### src/rtl/ext_irq_pkg.sv
package ext_irq_pkg;

  typedef struct packed {
    logic cur;
    logic prev;
  } samp_pair_t;

  function automatic logic edge_match(samp_pair_t s, logic rise);
    logic up;
    logic down;
    up   = s.cur & ~s.prev;
    down = ~s.cur & s.prev;
    return rise ? up : down;
  endfunction

endpackage

### src/rtl/irq_pin_sync.sv
module irq_pin_sync #(
  parameter int STAGES = 2
) (
  input  logic                    clk,
  input  logic                    rst_n,
  input  logic                    pin,
  output ext_irq_pkg::samp_pair_t samp
);
  localparam int LAST = STAGES;

  logic [LAST:0] chain;

  always_ff @(posedge clk) begin
    if (!rst_n) chain <= '0;
    else        chain <= {chain[LAST-1:0], pin};
  end

  assign samp.cur  = chain[LAST-1];
  assign samp.prev = chain[LAST];
endmodule

### src/rtl/irq_edge_qual.sv
module irq_edge_qual (
  input  ext_irq_pkg::samp_pair_t samp,
  input  logic                    en,
  input  logic                    rise,
  output logic                    hit
);
  always_comb hit = en & ext_irq_pkg::edge_match(samp, rise);
endmodule

### src/rtl/irq_stamp_ctr.sv
module irq_stamp_ctr #(
  parameter int CNT_W = 16
) (
  input  logic             clk,
  input  logic             rst_n,
  input  logic             clr,
  output logic [CNT_W-1:0] cnt
);
  localparam logic [CNT_W-1:0] ONE = CNT_W'(1);

  always_ff @(posedge clk) begin
    if (!rst_n)   cnt <= '0;
    else if (clr) cnt <= '0;
    else          cnt <= cnt + ONE;
  end
endmodule

### src/rtl/ext_irq_stamp.sv
module ext_irq_stamp #(
  parameter int N_CH        = 3,
  parameter int CNT_W       = 16,
  parameter int SYNC_STAGES = 2
) (
  input  logic                  clk,
  input  logic                  rst_n,
  input  logic [N_CH-1:0]       pin_in,
  input  logic [N_CH-1:0]       ch_en,
  input  logic [N_CH-1:0]       ch_rise,
  input  logic                  nmi_en,
  input  logic                  nmi_rise,
  output logic [N_CH-1:0]       irq_pulse,
  output logic                  nmi_pulse,
  output logic [N_CH*CNT_W-1:0] stamp_flat
);
  localparam int NMI_CH = N_CH - 1;

  ext_irq_pkg::samp_pair_t samp [N_CH];

  for (genvar i = 0; i < N_CH; i++) begin : g_ch
    irq_pin_sync #(.STAGES(SYNC_STAGES)) u_sync (
      .clk  (clk),
      .rst_n(rst_n),
      .pin  (pin_in[i]),
      .samp (samp[i])
    );

    irq_edge_qual u_qual (
      .samp(samp[i]),
      .en  (ch_en[i]),
      .rise(ch_rise[i]),
      .hit (irq_pulse[i])
    );

    irq_stamp_ctr #(.CNT_W(CNT_W)) u_ctr (
      .clk  (clk),
      .rst_n(rst_n),
      .clr  (irq_pulse[i]),
      .cnt  (stamp_flat[i*CNT_W +: CNT_W])
    );
  end

  irq_edge_qual u_nmi_qual (
    .samp(samp[NMI_CH]),
    .en  (nmi_en),
    .rise(nmi_rise),
    .hit (nmi_pulse)
  );
endmodule

### config.mk
export PLATFORM = sky130hd
export DESIGN_NAME = ext_irq_stamp
export DESIGN_NICKNAME = d
export VERILOG_FILES = /design/src/rtl/ext_irq_pkg.sv /design/src/rtl/irq_pin_sync.sv /design/src/rtl/irq_edge_qual.sv /design/src/rtl/irq_stamp_ctr.sv /design/src/rtl/ext_irq_stamp.sv
export SDC_FILE = /design/constraint.sdc
export NUM_CORES = 1
export LEC_CHECK = 0
export ABC_AREA = 0
export BUFFER_PORTS_ARGS = -buffer_cell sky130_fd_sc_hd__buf_4
export CAP_MARGIN = 10
export CORE_ASPECT_RATIO = 1.5
export CORE_MARGIN = 5
export CORE_UTILIZATION = 56
export DETAILED_ROUTE_END_ITERATION = 10
export HOLD_SLACK_MARGIN = 0.15
export PLACE_DENSITY = 0.86
export SYNTH_ARGS = -nofsm -noshare
export SYNTH_HDL_FRONTEND = slang
export SYNTH_HIERARCHICAL = 1
export SYNTH_SLANG_ARGS = --single-unit
### constraint.sdc
create_clock -name clk -period 2.62 [get_ports clk]
set_clock_uncertainty 0.1 [all_clocks]
set_input_delay 0.524 -clock clk [delete_from_list [all_inputs] [get_ports clk]]
set_output_delay 0.524 -clock clk [all_outputs]
set_load 0.005 [all_outputs]
==> impl_metrics.toml, run 1 <==
[cells_and_area]
fin_util_pct = 71.4
layout-drive-gt1-share_pct = 29.9
fillCellCount = 337
areaGrowthSynthToFinish_pct = 26.2
n_antenna_cell = 0
nNetsFinal = 349

[sta]
hold_viol_final = 0
setup_viol = 0
drv_slew = 0
max_freq_mhz = 600
finalCritPeriodShare_pct = 63.6
holdWs_ns = 0.311
setup_tns_ns = 0
rsz0062_at_grt = "false"
period_minus_slack_ns = 1.67
slew_headroom_pct = 58.0
tightest_slew_ns = 0.630

[worst_setup_path]
crit_path_top_delay_cell = "dfxtp_1"
crit_arrival_ns = 1.81
cp_max_fo = 6
cp-end-kind = "flop"
slowest_delay_ns = 0.44
required_ns = 2.76
crit_chain = "ha_1 > nand4_2 > or3_1 > a21oi_1"
start_kind = "flop"
critical_path.top_delay_family = "simple AND/OR/NAND/NOR gates"
path_buf_inv = 0
critPathKind = "reg -> reg"

[floorplan]
pin_count = 65
start_util_pct = 56.6
die_h_um = 92.3
dieWidth_um = 64.9
core_area_um2 = 4470
num_rows = 30
floorplan.die_area_um2 = 5980

[yosys]
ys_ff_latch = 57
ys_seq_area_share_pct = 45.1
synthTopCellsByCount = "dfxtp_1, nor2_1, xnor2_1"
synth_most_common_cell = "dfxtp_1"
yosysUniqueCellTypes = 24
yosysWarnings = 6
ys.flop_type = "dfxtp_1"
synth_edf_count = 0
syn_avg_cell_area_um2 = 9.36
ys_async_sr_fraction_pct = 0
synth_nets = 286
synthCells = 270
synth_area_leaders = "dfxtp_1, xnor2_1, nor2_1"
synth_top_area_share_pct = 45.1
synth_top_area_cell = "dfxtp_1"
syn_area_um2 = 2530

[clock_network]
hold_buffers = 0
cts_max_path_buffers = 2
cts_made_buffers = 9
cts-root-buf = "clkbuf_8"
cts_sinks = 57
htreeDepth = 3
post_cts_buffers = 0
cts_resized = 0
cts_tree = "yes"
path_clk_slew_ns = 0.06
insertion_delay_ns = 0.32

[grt]
grt_use_total_pct = 19.7
grt_pass1_vias = 1998
overflow = 0
antenna_found_initial = 0
grt_first_pass_wirelength_mm = 9.12
grt_max_degree = 17

[placement]
dp_hpwl_mm = 3.92
gp_congestion = 0.740
port_buffers = 64

[power_and_ir_drop]
ir_worst_vdd_uv = 391
powerDensity_nw_per_um2 = 558
power_leakage_nw = 1.25

[outcome]
status = "completed"

[detailed_routing]
firstDrtPassIters = 4
viasPerCell = 5.39
ant_nets = 0
drt_wl_total_mm = 5.43
dr_total_vias = 2079
wl_per_cell_um = 14.1
drcViolationCount = 0
drt_iter0_drc = 135

[min_path]
min_path_type = "in -> reg"

[job]
cap_viol_max_count = 0
-- cell type report --
class | instances | area (µm²) | share of cell area [%]
timing repair buffer | 64 | 480 | 15.1
multi-input combinational | 186 | 1260 | 39.6
tap | 48 | 60.1 | 1.88
clock buffer | 13 | 149 | 4.67
clock inverter | 3 | 40.0 | 1.26
sequential | 57 | 1140 | 35.8
inverter | 15 | 56.3 | 1.77
-- worst reg2reg max path, delay by kind of cell, from the launching register on --
kind                     cells  cell delay, ns
AND/OR/NAND/NOR              2            0.60
flip-flops                   1            0.44
adder cells (fa/ha/maj)      1            0.28
AO/OA/AOI/OAI                1            0.16
-- logic make-up (layout without fill, tap and decap cells) --
kind of cell	count (synthesis)	count (layout)	synth area share [%]
XOR/XNOR	36	36	12.5
adder cells (fa/ha/maj)	3	3	1.49
AND/OR/NAND/NOR	135	135	33.2
AO/OA/AOI/OAI	12	12	2.82
flip-flops	57	57	45.1
buffers and inverters	27	95	4.90
-- routing by layer --
metal / part of all wire [%] / track usage, %
met5: 0 / 0
met2: 55 / 34.6
met1: 38 / 21.2
met4: 1.5 / 7.41
met3: 4.9 / 6.86
-- metrics by stage --
step	cells	power [mW]	instance area (µm²)	worst slack (ns)
final	386	1.78	3190	0.953
after global routing	386	1.86	3190	0.814
after CTS	386	1.80	3190	0.939
after detailed placement	370	1.02	3000	0.799
after global placement	370	1.01	3000	0.858
after floorplan	270	0.971	2530	0.973
-- layout by cell type (no fill, tap or decap), drive strengths merged --
cell     synthesis  final
buf              6     64
dfxtp           57     57
nor2            51     51
xnor2           33     33
inv             15     15
nand4           15     15
nand2           13     13
clkbuf           6     13
nand3           12     12
nor3            12     12
nor4             9      9
and2             9      9
a21oi            6      6
nand4bb          4      4
nand4b           4      4
nand2b           3      3
xor2             3      3
o21ai            3      3
or3              3      3
a31o             3      3
ha               3      3
clkinv           0      2
bufinv           0      1
-- power breakdown --
part	internal, mW	total, mW	leakage, nW	switching (mW)
Sequential	0.885	0.911	0.462	0.0257
Combinational	0.0455	0.0852	0.689	0.0397
Clock	0.463	0.783	0.0974	0.320
Total	1.39	1.78	1.25	0.386
-- final timing paths --
kind / start / end / slack [ns] / cells after the start
min: pin_in[2] / g_ch[2].u_sync/chain[0]$_SDFF_PN0_ / 0.31 / 2
max reg2reg: g_ch[2].u_ctr/cnt[0]$_SDFF_PP0_ / g_ch[2].u_ctr/cnt[8]$_SDFF_PP0_ / 0.95 / 4
min reg2reg: g_ch[1].u_sync/chain[0]$_SDFF_PN0_ / g_ch[1].u_sync/chain[1]$_SDFF_PN0_ / 0.32 / 1
max: g_ch[2].u_ctr/cnt[0]$_SDFF_PP0_ / g_ch[2].u_ctr/cnt[8]$_SDFF_PP0_ / 0.95 / 4
-- registers in the layout, summed over array words and instances (netlist names) --
name               count
g_ch.u_ctr/cnt        48
g_ch.u_sync/chain      9
No activity file was read; power rests on OpenSTA's default activity.
==> run 2, diff against run 1 <==
CORE_UTILIZATION = 52   (was 56)
PLACE_DENSITY = 0.81   (was 0.86)
clock period = 1.65 ns   (was 2.62 ns; I/O delays follow)
==> impl_metrics.toml, run 2 (synthesis results as in run 1) <==
[outcome]
status = "completed"

[cells_and_area]
nNetsFinal = 366
n_antenna_cell = 0
fillCellCount = 380
areaGrowthSynthToFinish_pct = 33.2
final_cells = 421
largest_reg_flops = 48
fin_util_pct = 70.5
top_regs = "g_ch.u_ctr/cnt: 48 flops, g_ch.u_sync/chain: 9 flops"
top_register = "g_ch.u_ctr/cnt"
final_cell_mix = "buf_4, dfxtp_1, nor2_1"
final_common_cell = "buf_4"
layout-drive-gt1-share_pct = 32.7

[grt]
antenna_found_initial = 0
grt_first_pass_wirelength_mm = 8.85
grt_use_total_pct = 18.0
grt_pass1_vias = 2016
overflow = 0
grt_max_degree = 17

[detailed_routing]
viasPerCell = 4.94
dr_total_vias = 2080
drt_iter0_drc = 56
drcViolationCount = 0
ant_nets = 0
drt_wl_total_mm = 5.30
firstDrtPassIters = 4
wl_per_cell_um = 12.6

[power_and_ir_drop]
clock_power_share_pct = 45.1
power_leakage_nw = 1.34
power.total_mw = 2.94
powerDensity_nw_per_um2 = 874
ir_worst_vdd_uv = 875
p_switching_uw = 614
p_int_mw = 2.33
seqPwrFrac_pct = 48.6
pwr-share-comb_pct = 6.3
swShare_pct = 20.9

[sta]
drv_slew = 0
max_freq_mhz = 665
rsz0062_at_grt = "false"
period_minus_slack_ns = 1.50
tightest_slew_ns = 0.292
setup_viol = 0
hold_viol_final = 0
setup_tns_ns = 0
finalCritPeriodShare_pct = 91.2
slew_headroom_pct = 80.5

[clock_network]
cts-root-buf = "clkbuf_8"
htreeDepth = 3
cts_max_path_buffers = 2
path_clk_slew_ns = 0.06
cts_tree = "yes"
cts_resized = 0
cts_sinks = 57
cts_made_buffers = 9
insertion_delay_ns = 0.32

[floorplan]
die_h_um = 95.4
pin_count = 65
start_util_pct = 53.0
core_area_um2 = 4770
dieWidth_um = 66.9
num_rows = 31
floorplan.die_area_um2 = 6380

[min_path]
min_path_type = "in -> reg"
whs_path_depth = 2

[worst_setup_path]
path_buf_inv = 0
slowest_delay_ns = 0.34
cp_max_fo = 6
cp-end-kind = "flop"
required_ns = 1.76
critical_path.top_delay_family = "simple AND/OR/NAND/NOR gates"
start_kind = "flop"
reg2reg_depth = 5
crit_chain = "ha_1 > nand4_2 > nor4_2 > xnor2_1 > nor2_1"
crit_cells = 5
crit_arrival_ns = 1.62
critPathKind = "reg -> reg"
crit_path_top_delay_cell = "dfxtp_1"

[placement]
gp_congestion = 0.739
dp.cells = 402
port_buffers = 64
dp_hpwl_mm = 3.91

[job]
cap_viol_max_count = 0
[run 2: changes by cell type in the layout (fill, tap and decap cells not counted)]
cell and change:
clkbuf_8 +2, clkbuf_1 -1, buf_4 +14, clkinv_2 -1
dlygate4sd3_1 +3
[run 2: power groups by stage]
stage	clock network (mW)	registers, mW	logic, mW
finish	1.33	1.43	0.184
global route	1.44	1.43	0.207
CTS	1.36	1.43	0.186
detailed placement	0	1.46	0.179
global placement	0	1.46	0.176
floorplan	0	1.47	0.0713
[run 2: path summary, 6_finish.rpt]
check                                                         from                                  to  slack [ns]
worst max-delay path               g_ch[1].u_ctr/cnt[0]$_SDFF_PP0_    g_ch[1].u_ctr/cnt[14]$_SDFF_PP0_        0.15
worst min-delay path                                         rst_n  g_ch[2].u_sync/chain[0]$_SDFF_PN0_        0.20
worst max register to register     g_ch[1].u_ctr/cnt[0]$_SDFF_PP0_    g_ch[1].u_ctr/cnt[14]$_SDFF_PP0_        0.15
worst min register to register  g_ch[1].u_sync/chain[0]$_SDFF_PN0_  g_ch[1].u_sync/chain[1]$_SDFF_PN0_        0.33
[run 2: worst register-to-register path: stages (launching register included)]
cell and delay, ns:
dfxtp_1 0.34, ha_1 0.23, nand4_2 0.21, nor4_2 0.31, xnor2_1 0.15, nor2_1 0.05
[run 2: metrics by stage]
| step | area (µm²) | hold slack, ns | setup slack, ns |
|---|---|---|---|
| floorplan | 2530 | 0.306 | 0.121 |
| global placement | 3130 | 0.310 | 0.195 |
| detailed placement | 3130 | 0.318 | 0.157 |
| CTS | 3370 | 0.187 | 0.133 |
| global route | 3370 | 0.197 | 0.0106 |
| finish | 3370 | 0.200 | 0.146 |
[run 2: cell type report]
type	count	area, µm²	area share [%]
multi-input combinational	186	1260	37.5
inverter	15	56.3	1.67
sequential	57	1140	33.9
tap	66	82.6	2.45
timing repair buffer	81	616	18.3
clock buffer	14	173	5.13
clock inverter	2	35.0	1.04
[run 2: layer usage]
layer	GRT usage, %	vias to the layer above	wire length, µm
met2	32.2	43	2800
met1	19.3	966	2180
li1	-	1066	-
met5	0	-	0
met4	6.43	0	64
met3	6.37	5	264
[run 2: timing repair]
action / in CTS / in global routing
hold buffers: 3 / 0
setup buffers: 0 / 0
endpoints found under the hold margin: 3 / 0
==> run 3, diff against run 2 <==
clock period = 1.6 ns   (was 1.65 ns; I/O delays follow)
==> impl_metrics.toml, run 3 (synthesis results as in run 1) <==
[outcome]
status = "completed"

[detailed_routing]
dr_total_vias = 2149
wl_met3_um = 222
drt_wl_total_mm = 5.70
wl_met2_mm = 3.21
wl_per_cell_um = 13.4
drt_iter0_drc = 42
wl_met1_mm = 2.21
top_layer = "met4"
viasPerCell = 5.04
firstDrtPassIters = 5
ant_nets = 0
drcViolationCount = 0

[sta]
finalCritPeriodShare_pct = 94.1
setup_viol = 0
max_freq_mhz = 664
rsz0062_at_grt = "false"
hold_viol_final = 0
setup_tns_ns = 0
tightest_slew_ns = 0.306
slew_headroom_pct = 79.6
drv_slew = 0
period_minus_slack_ns = 1.51

[clock_network]
cts-root-buf = "clkbuf_8"
cts_made_buffers = 9
path_clk_slew_ns = 0.06
cts_max_path_buffers = 2
cts_tree = "yes"
htreeDepth = 3
insertion_delay_ns = 0.33
cts_sinks = 57

[placement]
dp_hpwl_mm = 4.11
gp_congestion = 0.752
dpl-instance-area_um2 = 3170
port_buffers = 64

[worst_setup_path]
start_kind = "flop"
required_ns = 1.71
cp_max_fo = 6
crit_chain = "ha_1 > nand4_2 > nor3_1 > xnor2_1 > nor2_1"
crit_arrival_ns = 1.62
slowest_delay_ns = 0.34
crit_path_top_delay_cell = "dfxtp_1"
cp-end-kind = "flop"
critPathKind = "reg -> reg"

[cells_and_area]
top_register = "g_ch.u_ctr/cnt"
fillCellCount = 373
multiInputGateArea_um2 = 1280
nNetsFinal = 372
final_cell_area_um2 = 3400
top_regs = "g_ch.u_ctr/cnt: 48 flops, g_ch.u_sync/chain: 9 flops"
largest_reg_flops = 48
areaGrowthSynthToFinish_pct = 34.4
seq_area_um2 = 1140
final_cell_mix = "buf_4, dfxtp_1, nor2_1"
n_antenna_cell = 0
final_common_cell = "buf_4"
layout-drive-gt1-share_pct = 34.4

[floorplan]
die_h_um = 95.4
core_area_um2 = 4770
floorplan.die_area_um2 = 6380
num_rows = 31
pin_count = 65
start_util_pct = 53.0
dieWidth_um = 66.9

[job]
cap_viol_max_count = 0

[grt]
grt_max_degree = 17
grt_first_pass_wirelength_mm = 9.69
overflow = 0
grt_use_total_pct = 19.7
antenna_found_initial = 0
grt_pass1_vias = 2245

[min_path]
min_path_type = "in -> reg"

[power_and_ir_drop]
ir_worst_vdd_uv = 747
power_leakage_nw = 1.37
powerDensity_nw_per_um2 = 849
==> run 3: cell types whose count changed in the layout (fill, tap and decap cells not counted) <==
cell,delta
nor3_1,-1
nand4_2,-1
buf_4,+6
nor3_2,+1
bufinv_16,-1
clkbuf_1,-2
clkinv_2,+2
nand4_4,+1
==> run 3: report_power, final <==
part,switching (mW),internal (mW)
Clock,0.538,0.672
Combinational,0.0933,0.107
Sequential,0.0236,1.45
Total,0.655,2.23
==> run 3: final cells by class <==
cell class,count,share of cell area [%]
multi-input cells,186,37.6
flip-flops and latches,57,33.6
repair buffers,87,19.4
clock buffers,12,4.86
well taps,66,2.43
inverters,15,1.66
clock inverters,3,0.442
==> run 3: routing by layer <==
layer / vias to the layer above / global-route usage [%]
li1: 1075 / -
met1: 1025 / 19.8
met2: 43 / 37.6
met3: 6 / 5.31
met4: 0 / 7.45
met5: - / 0
==> run 3: worst paths after layout <==
kind,start,endpoint,slack [ns],cells after the start
setup / recovery,g_ch[2].u_ctr/cnt[1]$_SDFF_PP0_,g_ch[2].u_ctr/cnt[10]$_SDFF_PP0_,0.09,5
hold / removal,rst_n,g_ch[0].u_sync/chain[2]$_SDFF_PN0_,0.20,2
setup reg to reg,g_ch[2].u_ctr/cnt[1]$_SDFF_PP0_,g_ch[2].u_ctr/cnt[10]$_SDFF_PP0_,0.09,5
hold reg to reg,g_ch[0].u_sync/chain[0]$_SDFF_PN0_,g_ch[0].u_sync/chain[1]$_SDFF_PN0_,0.33,1
==> run 3: worst max-delay path: cells and delay by family (launching register included) <==
kind,cells,cell delay (ns)
AND/OR/NAND/NOR,3,0.58
XOR/XNOR,1,0.15
adder cells (fa/ha/maj),1,0.23
flip-flops,1,0.34
==> run 3: what timing repair did <==
item	CTS	global route
buffers inserted	0	0
resized for setup	0	2
hold buffers	3	0
setup endpoints to repair	0	1
hold endpoints to repair	3	0
==> run 3: per-stage QoR <==
stage	cells	setup WS [ns]	total power, mW	hold WS, ns	util, %
final	426	0.0947	2.88	0.195	71.2
after global routing	426	0.00882	3.01	0.193	71.2
after CTS	426	0.117	2.92	0.176	70.9
after detailed placement	408	0.122	1.70	0.317	66.5
after global placement	408	0.182	1.69	0.310	66.5
after floorplan	270	0.0707	1.59	0.306	-
